File: config.mk
export PLATFORM = sky130hd
export DESIGN_NAME = lut_le_array
export DESIGN_NICKNAME = d
export VERILOG_FILES = /design/src/rtl/lea_pkg.sv /design/src/rtl/lea_ctrl.sv /design/src/rtl/lea_lut_slice.sv /design/src/rtl/lea_datapath.sv /design/src/rtl/lut_le_array.sv
export SDC_FILE = /design/constraint.sdc
export NUM_CORES = 1
export LEC_CHECK = 0
export ABC_AREA = 1
export BUFFER_PORTS_ARGS = -buffer_cell sky130_fd_sc_hd__buf_2
export CORE_UTILIZATION = 61
export DETAILED_ROUTE_END_ITERATION = 7
export GPL_TIMING_DRIVEN = 0
export PLACE_DENSITY = 0.84
export SETUP_SLACK_MARGIN = 0.5
export SYNTH_ARGS = -nofsm -noshare
export SYNTH_HDL_FRONTEND = slang
export SYNTH_SLANG_ARGS = --single-unit
File: constraint.sdc
create_clock -name clk -period 24.1 [get_ports clk]
set_clock_uncertainty 0.15 [all_clocks]
set_input_delay 0 -clock clk [delete_from_list [all_inputs] [get_ports clk]]
set_output_delay 0 -clock clk [all_outputs]
set_load 0.03 [all_outputs]
File: src/rtl/lea_pkg.sv
package lea_pkg;

  typedef enum logic [2:0] {
    FN_ADD  = 3'b000,
    FN_SUB  = 3'b001,
    FN_CMP  = 3'b010,
    FN_AND  = 3'b011,
    FN_OR   = 3'b100,
    FN_XOR  = 3'b101,
    FN_NONE = 3'b110,
    FN_PASS = 3'b111
  } leFunc_e;

  typedef struct packed {
    leFunc_e func;
    logic    cin0;
    logic    useReg;
    logic    feedback;
    logic    capture;
    logic    cascCarry;
  } leStrobes_t;

endpackage

File: src/rtl/lea_ctrl.sv
module lea_ctrl
  import lea_pkg::*;
(
  input  logic [2:0]  cfgFunc,
  input  logic        cfgCascSel,
  input  logic        cfgUseReg,
  input  logic        cfgFeedback,
  input  logic        cfgCarryEn,
  input  logic        cfgRegEn,
  input  logic        carryIn,
  output leStrobes_t  strobes
);

  leFunc_e funcDec;
  logic    defaultCin;

  assign funcDec = leFunc_e'(cfgFunc);

  // Subtract needs +1 for two's complement; compare starts its chain at "equal".
  always_comb begin
    unique case (funcDec)
      FN_SUB, FN_CMP: defaultCin = 1'b1;
      default:        defaultCin = 1'b0;
    endcase
  end

  always_comb begin
    strobes.func      = funcDec;
    strobes.cin0      = cfgCarryEn ? carryIn : defaultCin;
    strobes.useReg    = cfgUseReg;
    strobes.feedback  = cfgFeedback;
    strobes.capture   = cfgRegEn;
    strobes.cascCarry = cfgCascSel;
  end

endmodule

File: src/rtl/lea_lut_slice.sv
module lea_lut_slice
  import lea_pkg::*;
#(
  parameter int SLICE_W = 1
) (
  input  leFunc_e             func,
  input  logic [SLICE_W-1:0]  a,
  input  logic [SLICE_W-1:0]  b,
  input  logic                cin,
  output logic [SLICE_W-1:0]  y,
  output logic                cout
);

  logic [SLICE_W:0] sumAdd;
  logic [SLICE_W:0] sumSub;

  assign sumAdd = {1'b0, a} + {1'b0, b} + {{SLICE_W{1'b0}}, cin};
  assign sumSub = {1'b0, a} + {1'b0, ~b} + {{SLICE_W{1'b0}}, cin};

  // Fixed function table: one entry per code.
  always_comb begin
    y    = '0;
    cout = 1'b0;
    unique case (func)
      FN_ADD:  {cout, y} = sumAdd;
      FN_SUB:  {cout, y} = sumSub;
      FN_CMP:  cout = cin & (a == b);
      FN_AND:  y = a & b;
      FN_OR:   y = a | b;
      FN_XOR:  y = a ^ b;
      FN_PASS: y = a;
      default: y = '0;
    endcase
  end

endmodule

File: src/rtl/lea_datapath.sv
module lea_datapath
  import lea_pkg::*;
#(
  parameter int NUM_LE  = 16,
  parameter int SLICE_W = 1
) (
  input  logic                         clk,
  input  logic                         rstN,
  input  leStrobes_t                   strobes,
  input  logic [NUM_LE*SLICE_W-1:0]    opA,
  input  logic [NUM_LE*SLICE_W-1:0]    opB,
  output logic [NUM_LE*SLICE_W-1:0]    result,
  output logic [NUM_LE-1:0]            carryOut,
  output logic [NUM_LE-1:0]            cascadeOut
);

  localparam int W = NUM_LE * SLICE_W;

  logic [NUM_LE-1:0][SLICE_W-1:0] sliceReg;
  logic [NUM_LE-1:0]              carryReg;
  logic [NUM_LE-1:0][SLICE_W-1:0] computeSlice;
  logic [NUM_LE-1:0][SLICE_W-1:0] lutY;
  logic [NUM_LE-1:0]              chain;
  logic [NUM_LE-1:0]              chainIn;

  for (genvar i = 0; i < NUM_LE; i++) begin : g_le
    logic [SLICE_W-1:0] aSel;

    if (i == 0) begin : g_head
      assign chainIn[i] = strobes.cin0;
    end else begin : g_link
      assign chainIn[i] = chain[i-1];
    end

    assign aSel = strobes.feedback ? sliceReg[i] : opA[i*SLICE_W +: SLICE_W];

    lea_lut_slice #(.SLICE_W(SLICE_W)) i_lut (
      .func (strobes.func),
      .a    (aSel),
      .b    (opB[i*SLICE_W +: SLICE_W]),
      .cin  (chainIn[i]),
      .y    (lutY[i]),
      .cout (chain[i])
    );

    // Element 0 carries the full-word equality in compare mode.
    if (i == 0) begin : g_cmpTap
      assign computeSlice[i] = (strobes.func == FN_CMP) ?
                               SLICE_W'(chain[NUM_LE-1]) : lutY[i];
    end else begin : g_plain
      assign computeSlice[i] = lutY[i];
    end

    assign result[i*SLICE_W +: SLICE_W] = strobes.useReg ? sliceReg[i] : computeSlice[i];
    assign carryOut[i]   = strobes.useReg ? carryReg[i] : chain[i];
    assign cascadeOut[i] = strobes.cascCarry ? chain[i] : computeSlice[i][SLICE_W-1];
  end

  always_ff @(posedge clk or negedge rstN) begin
    if (!rstN) begin
      sliceReg <= '0;
      carryReg <= '0;
    end else if (strobes.capture) begin
      sliceReg <= computeSlice;
      carryReg <= chain;
    end
  end

  AST_HOLD_NO_CAPTURE: assert property (@(posedge clk) disable iff (!rstN)
    !strobes.capture |=> ($stable(sliceReg) && $stable(carryReg)));

  AST_CAPTURE_LIVE: assert property (@(posedge clk) disable iff (!rstN)
    strobes.capture |=> (sliceReg == $past(computeSlice)));

  AST_CMP_UPPER_ZERO: assert property (@(posedge clk) disable iff (!rstN)
    (strobes.func == FN_CMP) |-> (computeSlice[W/SLICE_W-1:0] >> 1) == '0);

  AST_LOGIC_NO_CARRY: assert property (@(posedge clk) disable iff (!rstN)
    (strobes.func inside {FN_AND, FN_OR, FN_XOR, FN_NONE, FN_PASS}) |-> chain == '0);

endmodule

File: src/rtl/lut_le_array.sv
module lut_le_array
  import lea_pkg::*;
#(
  parameter int NUM_LE  = 16,
  parameter int SLICE_W = 1,
  localparam int W = NUM_LE * SLICE_W
) (
  input  logic          clk,
  input  logic          rstN,
  input  logic [2:0]    cfgFunc,
  input  logic          cfgCascSel,
  input  logic          cfgUseReg,
  input  logic          cfgFeedback,
  input  logic          cfgCarryEn,
  input  logic          cfgRegEn,
  input  logic [W-1:0]  opA,
  input  logic [W-1:0]  opB,
  input  logic          carryIn,
  output logic [W-1:0]  result,
  output logic [NUM_LE-1:0] carryOut,
  output logic [NUM_LE-1:0] cascadeOut
);

  leStrobes_t strobes;

  lea_ctrl i_ctrl (
    .cfgFunc     (cfgFunc),
    .cfgCascSel  (cfgCascSel),
    .cfgUseReg   (cfgUseReg),
    .cfgFeedback (cfgFeedback),
    .cfgCarryEn  (cfgCarryEn),
    .cfgRegEn    (cfgRegEn),
    .carryIn     (carryIn),
    .strobes     (strobes)
  );

  lea_datapath #(.NUM_LE(NUM_LE), .SLICE_W(SLICE_W)) i_dp (
    .clk        (clk),
    .rstN       (rstN),
    .strobes    (strobes),
    .opA        (opA),
    .opB        (opB),
    .result     (result),
    .carryOut   (carryOut),
    .cascadeOut (cascadeOut)
  );

  AST_REG_VIEW_HELD: assert property (@(posedge clk) disable iff (!rstN)
    (cfgUseReg && $past(cfgUseReg) && !$past(cfgRegEn)) |->
      ($stable(result) && $stable(carryOut)));

endmodule

# Word-level counts from Yosys, hierarchy flattened

Cells that the tools add are included.
Widths: inputs -> output; s select.

Reduce and logical (&&, ||, !) cells: 2
Add/sub/neg operators: 64
Equal/unequal tests: 22
Bitwise logic cells: 80
Multiplexer cells: 99

Operators with widths:

| cell               | number |
|---|---|
| $pmux 1 s6         | 16 |
| $mux 1             | 67 |
| $add 1x1->2        | 32 |
| $add 2x1->2        | 32 |
| $pmux 1 s3         | 16 |
| $and 1x1->1        | 32 |
| $eq 1x1->1         | 16 |
| $not 1->1          | 16 |
| $or 1x1->1         | 16 |
| $xor 1x1->1        | 16 |
| $eq 3x3->1 const B | 3 |
| $eq 3x2->1 const B | 2 |
| $eq 3x1->1 const B | 1 |
| $logic_not 3->1    | 1 |
| $reduce_or 2->1    | 1 |

Word-level logic and storage cells: 284
Register bits after elaboration: 32
Output and inout bits: 48

# Depth between registers and ports, before layout

Depth in word-level cells: 38
Gate-level depth with buffers: 87

# Hierarchy

Synthesis repeated with hierarchy kept, for this count alone.

Cells, all modules: 825
Area, all modules: 5,009.8 um2

By module, submodules not included:

| module        | times used | sequential area each (um2) | area an instance (um2) | cells an instance |
|---|---|---|---|---|
| lea_lut_slice | 16         | 0.0                        | 185.2                  | 32 |
| lea_datapath  | 1          | 800.8                      | 1,960.6                | 298 |
| lea_ctrl      | 1          | 0.0                        | 86.3                   | 15 |

# Least setup slack after synthesis

Ideal clock, no wire load.

Path type: reg-to-output
Start point: reg i_dp.sliceReg[0] (netlist bit)
End point: out result[15]
Required time: 23.950 ns
Buffers on the path: 0
Data arrival time: 13.276 ns
Stages on the path, launching flop included: 85
Path slack: 10.674 ns
Path through: dfrtp_1 -> inv_1 -> nand2_1 -> o21ai_0 -> fa_1 -> inv_1 -> nand2_2 -> nand2_1 -> inv_2 -> nand2_4 -> inv_1 -> fa_1 -> o21ai_0 -> inv_2 -> nand2_4 -> inv_1 -> fa_1 -> o21ai_0 -> (+49 left out) -> o21ai_0 -> inv_1 -> nand2_4 -> inv_1 -> fa_1 -> o21ai_0 -> inv_1 -> nand2_4 -> inv_1 -> fa_1 -> o21ai_0 -> inv_1 -> nand2_4 -> inv_1 -> fa_1 -> o221ai_1 -> nor2_1 -> o21ai_0

Word-level cells in the longest chain between the ends: 35
Elaborated cells between the ends (all ways): 68
Those cells by class: 34 x add/sub; 1 x eq/ne; 18 x mux; 15 x bitwise

Ends and longest elaborated chain:

| what                                | RTL line                                 | text |
|---|---|---|
| from (decl)                         | lea_datapath.sv:19                       | `logic [NUM_LE-1:0][SLICE_W-1:0] sliceReg;` |
| from (signal assigned)              | lea_datapath.sv:64                       | `sliceReg <= computeSlice;` |
| $mux 1 (*)                          | lea_datapath.sv:35                       | `assign aSel = strobes.feedback ? sliceReg[i] : opA[i*SLICE_W +: SLICE_W];` |
| $add 1x1->2 (tied with other cells) | lea_lut_slice.sv:18                      | `assign sumSub = {1'b0, a} + {1'b0, ~b} + {{SLICE_W{1'b0}}, cin};` |
| $add 2x1->2 (tied with other cells) | lea_lut_slice.sv:18                      |  |
| $pmux 1 s3 (*)                      | lea_lut_slice.sv:24                      | `unique case (func)` |
| via i_dp.g_le[0].i_lut.cout         | lea_lut_slice.sv:11                      | `output logic cout` |
| $add 2x1->2 (tied with other cells) | lea_lut_slice.sv:18                      |  |
| $pmux 1 s3 (*)                      | lea_lut_slice.sv:24                      |  |
| via i_dp.g_le[1].i_lut.cout         | lea_lut_slice.sv:11                      |  |
| (+2 left out)                       | --                                       |  |
| via i_dp.g_le[2].i_lut.cout         | lea_lut_slice.sv:11                      |  |
| (+2 left out)                       | --                                       |  |
| via i_dp.g_le[3].i_lut.cout         | lea_lut_slice.sv:11                      |  |
| (+2 left out)                       | --                                       |  |
| via i_dp.g_le[4].i_lut.cout         | lea_lut_slice.sv:11                      |  |
| (+2 left out)                       | --                                       |  |
| via i_dp.g_le[5].i_lut.cout         | lea_lut_slice.sv:11                      |  |
| (+2 left out)                       | --                                       |  |
| via i_dp.g_le[6].i_lut.cout         | lea_lut_slice.sv:11                      |  |
| (+2 left out)                       | --                                       |  |
| via i_dp.g_le[7].i_lut.cout         | lea_lut_slice.sv:11                      |  |
| (+2 left out)                       | --                                       |  |
| via i_dp.g_le[8].i_lut.cout         | lea_lut_slice.sv:11                      |  |
| (+2 left out)                       | --                                       |  |
| via i_dp.g_le[10].i_lut.cin         | lea_lut_slice.sv:9                       | `input logic cin,` |
| (+2 left out)                       | --                                       |  |
| via i_dp.g_le[10].i_lut.cout        | lea_lut_slice.sv:11                      |  |
| (+2 left out)                       | --                                       |  |
| via i_dp.g_le[11].i_lut.cout        | lea_lut_slice.sv:11                      |  |
| (+2 left out)                       | --                                       |  |
| via i_dp.g_le[12].i_lut.cout        | lea_lut_slice.sv:11                      |  |
| (+1 left out)                       | --                                       |  |
| $pmux 1 s3 (*)                      | lea_lut_slice.sv:24                      |  |
| via i_dp.g_le[13].i_lut.cout        | lea_lut_slice.sv:11                      |  |
| $add 2x1->2 (tied with other cells) | lea_lut_slice.sv:18                      |  |
| $pmux 1 s3 (*)                      | lea_lut_slice.sv:24                      |  |
| via i_dp.g_le[14].i_lut.cout        | lea_lut_slice.sv:11                      |  |
| $add 2x1->2 (on tied branches)      | lea_lut_slice.sv:18, lea_lut_slice.sv:17 |  |
| $pmux 1 s6 (*)                      | lea_lut_slice.sv:24                      |  |
| $mux 1 (*)                          | lea_datapath.sv:54                       | `assign result[i*SLICE_W +: SLICE_W] = strobes.useReg ? sliceReg[i] : computeSlice[i];` |
| to (decl)                           | lut_le_array.sv:19                       | `output logic [W-1:0] result,` |

The timed path passes the listed nets; every way through them passes the cells marked *.

# Worst setup path after layout

Same ends and word-level chain as after synthesis.

==> metrics.txt <==
# TYPE chip_impl_metric gauge
chip_impl_info{name="outcome",value="complete, no violations"} 1
chip_impl_metric{name="tot_gr_track_use",unit="%"} 35.8
chip_impl_metric{name="synthesis.nets",unit=""} 710
chip_impl_metric{name="synth_seq_area_share",unit="%"} 18.0
chip_impl_metric{name="critical_path_peak_fanout",unit=""} 6
chip_impl_metric{name="cts-buffers-inserted",unit=""} 5
chip_impl_metric{name="synth.yosys.warnings",unit=""} 0
chip_impl_info{name="timing.critical_path.mode_cell",value="inv_1"} 1
chip_impl_metric{name="area_of_the_die",unit="um2"} 7620
chip_impl_metric{name="core_area",unit="um2"} 6910
chip_impl_metric{name="power.static_leakage",unit="nW"} 2.57
chip_impl_metric{name="grt_pass1_vias",unit=""} 4266
chip_impl_info{name="mostFrequentLayoutCell",value="nand2_1"} 1
chip_impl_metric{name="clock_sink_count",unit=""} 32
chip_impl_metric{name="clock_latency_late_sink",unit="ns"} 0.28
chip_impl_metric{name="antenna_violations_before_repair",unit=""} 0
chip_impl_metric{name="antenna_cells_inserted",unit=""} 0
chip_impl_metric{name="setup-tns-final",unit="ns"} 0
chip_impl_info{name="criticalPathCategory",value="flop to output port"} 1
chip_impl_metric{name="clock.fmax",unit="GHz"} 0.0654
chip_impl_info{name="critical_path_end_type",value="output port"} 1
chip_impl_metric{name="drt.antenna.violating_nets",unit=""} 0
chip_impl_info{name="hold_class",value="primary input to flop"} 1
chip_impl_metric{name="place.gp.congestion",unit=""} 0.893
chip_impl_metric{name="holdPathStages",unit=""} 6
chip_impl_metric{name="finish.cell_count_without_fillers",unit=""} 787
chip_impl_metric{name="place_area",unit="um2"} 5000
chip_impl_metric{name="die_h",unit="um"} 87.3
chip_impl_metric{name="overflow",unit=""} 0
chip_impl_metric{name="synth_cell_types",unit=""} 30
chip_impl_metric{name="grt_pass1_wl",unit="mm"} 20.8
chip_impl_info{name="layout_common_cells",value="nand2_1 (129), o21ai_0 (105), inv_1 (104)"} 1
chip_impl_metric{name="post_route_cells_drive_above_1_share",unit="%"} 21.0
chip_impl_metric{name="finalMaxSlewViolations",unit=""} 0
chip_impl_metric{name="cts-resized-gates",unit=""} 0
chip_impl_metric{name="detail_route.iter0.violations",unit=""} 288
chip_impl_metric{name="worst_slew_pin_slew",unit="ns"} 1.17
chip_impl_metric{name="syn_avg_cell_area",unit="um2"} 7.50
chip_impl_metric{name="firstDrtPassIters",unit=""} 5
chip_impl_metric{name="place.detailed.hpwl",unit="mm"} 10.2
chip_impl_metric{name="numPortBuffers",unit=""} 89
chip_impl_metric{name="max_buffers_root_to_sink",unit=""} 2
chip_impl_info{name="setup_repair_after_global_routing_missed_its_margin",value="no"} 1
chip_impl_info{name="standard_cell_with_the_maximum_stage_delay_on_the_critical_path",value="fa_1"} 1
chip_impl_metric{name="drcViolationCount",unit=""} 0
chip_impl_metric{name="crit_arrival",unit="ns"} 15.14
chip_impl_info{name="clock_tree_from_tritoncts",value="built"} 1
chip_impl_metric{name="grt_max_degree",unit=""} 33
chip_impl_metric{name="relSlewSlack",unit="%"} 19.7
chip_impl_metric{name="finish_stage_setup_viols",unit=""} 0
chip_impl_metric{name="syn-cell-area",unit="um2"} 4440
chip_impl_metric{name="initial_utilization",unit="%"} 64.3
chip_impl_metric{name="crit_required",unit="ns"} 23.95
chip_impl_metric{name="h-tree-depth",unit=""} 2
chip_impl_metric{name="final_hold_violating_endpoints",unit=""} 0
chip_impl_metric{name="num_io_pins",unit=""} 91
chip_impl_metric{name="per_cell_via_count_in_the_routed_design",unit=""} 5.69
chip_impl_metric{name="placedCellCount",unit=""} 777
chip_impl_metric{name="row_count",unit=""} 30
chip_impl_metric{name="synth_cells",unit=""} 592
chip_impl_metric{name="drv.max_cap_violation_count",unit=""} 0
chip_impl_metric{name="post_route_clock_period_utilization",unit="%"} 63.4
chip_impl_metric{name="max_stage_delay",unit="ns"} 0.49
chip_impl_metric{name="r2r.worst_path.cells",unit=""} 84
chip_impl_metric{name="dieWidth",unit="um"} 87.3
chip_impl_metric{name="clkSlewWorstSetupHoldPaths",unit="ns"} 0.06
chip_impl_info{name="worst_setup_path_start_kind",value="flop"} 1
chip_impl_metric{name="wire_length_per_cell",unit="um"} 16.2
chip_impl_metric{name="fin_area",unit="um2"} 5130
chip_impl_info{name="cts-root-buf",value="clkbuf_8"} 1
chip_impl_metric{name="final_nets",unit=""} 808
chip_impl_metric{name="wirelength",unit="mm"} 12.8
chip_impl_metric{name="synthToLayoutAreaGrowth",unit="%"} 15.6
chip_impl_metric{name="via_count",unit=""} 4477
chip_impl_metric{name="post-route-min-period",unit="ns"} 15.29
chip_impl_metric{name="power.density",unit="nW/um2"} 44.7
chip_impl_metric{name="yosys_register_bits",unit=""} 32
chip_impl_metric{name="largest_vdd_supply_drop",unit="mV"} 0.0221
-- where the power goes --
group	internal, mW	switching, mW
clock network	0.0307	0.0197
registers	0.0599	0.00333
logic	0.0349	0.0812
-- cell families (layout without fill, tap and decap cells) --
family | Yosys count | after routing | synth area share [%]
adders and majority gates | 75 | 75 | 28.4
AOI/OAI and AO/OA | 153 | 153 | 20.1
buffers and inverters | 137 | 236 | 12.1
and+or+nand+nor | 195 | 195 | 21.4
DFF | 32 | 32 | 18.0
-- layer usage --
| metal | share of wire, % | GRT usage [%] |
|---|---|---|
| met1 | 41 | 48.9 |
| met2 | 48 | 58.7 |
| met5 | 0 | 0 |
| met3 | 9.5 | 5.59 |
| met4 | 1.3 | 11.2 |
-- Yosys cell counts --
| master | n | area share, % |
|---|---|---|
| buf_1 | 1 | 0.084 |
| a221oi_1 | 9 | 1.8 |
| ha_1 | 32 | 9.0 |
| clkbuf_4 | 1 | 0.17 |
| nand4_1 | 1 | 0.14 |
| nand2_2 | 13 | 1.8 |
| o221ai_1 | 11 | 2.2 |
| a211oi_1 | 1 | 0.17 |
| dlygate4sd1_1 | 2 | 0.39 |
| buf_2 | 5 | 0.56 |
| inv_4 | 1 | 0.14 |
| o22ai_1 | 19 | 2.7 |
| o221a_2 | 1 | 0.25 |
| o21ai_0 | 105 | 12 |
| clkinv_1 | 3 | 0.25 |
| o21ai_1 | 2 | 0.23 |
| nand3_2 | 2 | 0.45 |
| nand2_4 | 21 | 5.3 |
| fa_1 | 43 | 19 |
| clkbuf_1 | 17 | 1.4 |
| dfrtp_1 | 32 | 18 |
| nand3_1 | 3 | 0.34 |
| nor3_1 | 2 | 0.23 |
| nor2_1 | 22 | 1.9 |
| a2111oi_0 | 5 | 0.99 |
| inv_2 | 3 | 0.25 |
| nand2_1 | 129 | 11 |
| nor2_2 | 1 | 0.14 |
| inv_1 | 104 | 8.8 |
| or2_2 | 1 | 0.14 |
-- what timing repair did --
action	4_1_cts	5_1_grt
hold endpoints to repair	38	0
setup buffers	0	0
hold buffers	2	0
-- worst max-delay path, delay by kind of cell, from the launching register on --
kind,cells,cell delay (ns)
AO/OA/AOI/OAI,17,3.04
adder cells (fa/ha/maj),16,6.21
buffers and inverters,33,3.31
flip-flops,1,0.37
AND/OR/NAND/NOR,19,1.89
-- stage by stage --
stage          utilization, %  hold WS, ns  setup slack, ns  total power, mW
5_1_grt                  74.3        0.216             7.54            0.246
3_3_place_gp             72.5      -0.0609             9.24            0.173
3_5_place_dp             72.5      -0.0672             9.00            0.178
4_1_cts                  74.3        0.133             8.92            0.228
6_report                 74.3        0.132             8.81            0.230
2_1_floorplan               -       -0.446            10.67            0.142
-- registers in the layout (all words and copies together) (netlist names) --
register	flops
i_dp.carryReg	16
i_dp.sliceReg	16
-- area by class of cell --
| type | count | area (um2) |
|---|---|---|
| buffer | 26 | 118 |
| clock buffer | 6 | 72.6 |
| clock inverter | 2 | 35.0 |
| fill | 606 | 1770 |
| inverter | 111 | 419 |
| multi-input combinational | 423 | 3100 |
| sequential | 32 | 801 |
| tap | 96 | 120 |
| timing repair buffer | 91 | 465 |
-- path summary, 6_finish.rpt --
path	end	slack (ns)	startpoint
max in group asynchronous	i_dp.carryReg[13]$_DFFE_PN0P_	23.20	rstN
min in group asynchronous	i_dp.sliceReg[3]$_DFFE_PN0P_	0.15	rstN
hold reg to reg	i_dp.carryReg[12]$_DFFE_PN0P_	0.34	i_dp.carryReg[12]$_DFFE_PN0P_
setup / recovery	result[15]	8.81	i_dp.sliceReg[0]$_DFFE_PN0P_
setup reg to reg	i_dp.sliceReg[15]$_DFFE_PN0P_	9.21	i_dp.sliceReg[0]$_DFFE_PN0P_
hold / removal	i_dp.carryReg[0]$_DFFE_PN0P_	0.13	carryIn
(Power assumes the default switching activity.)
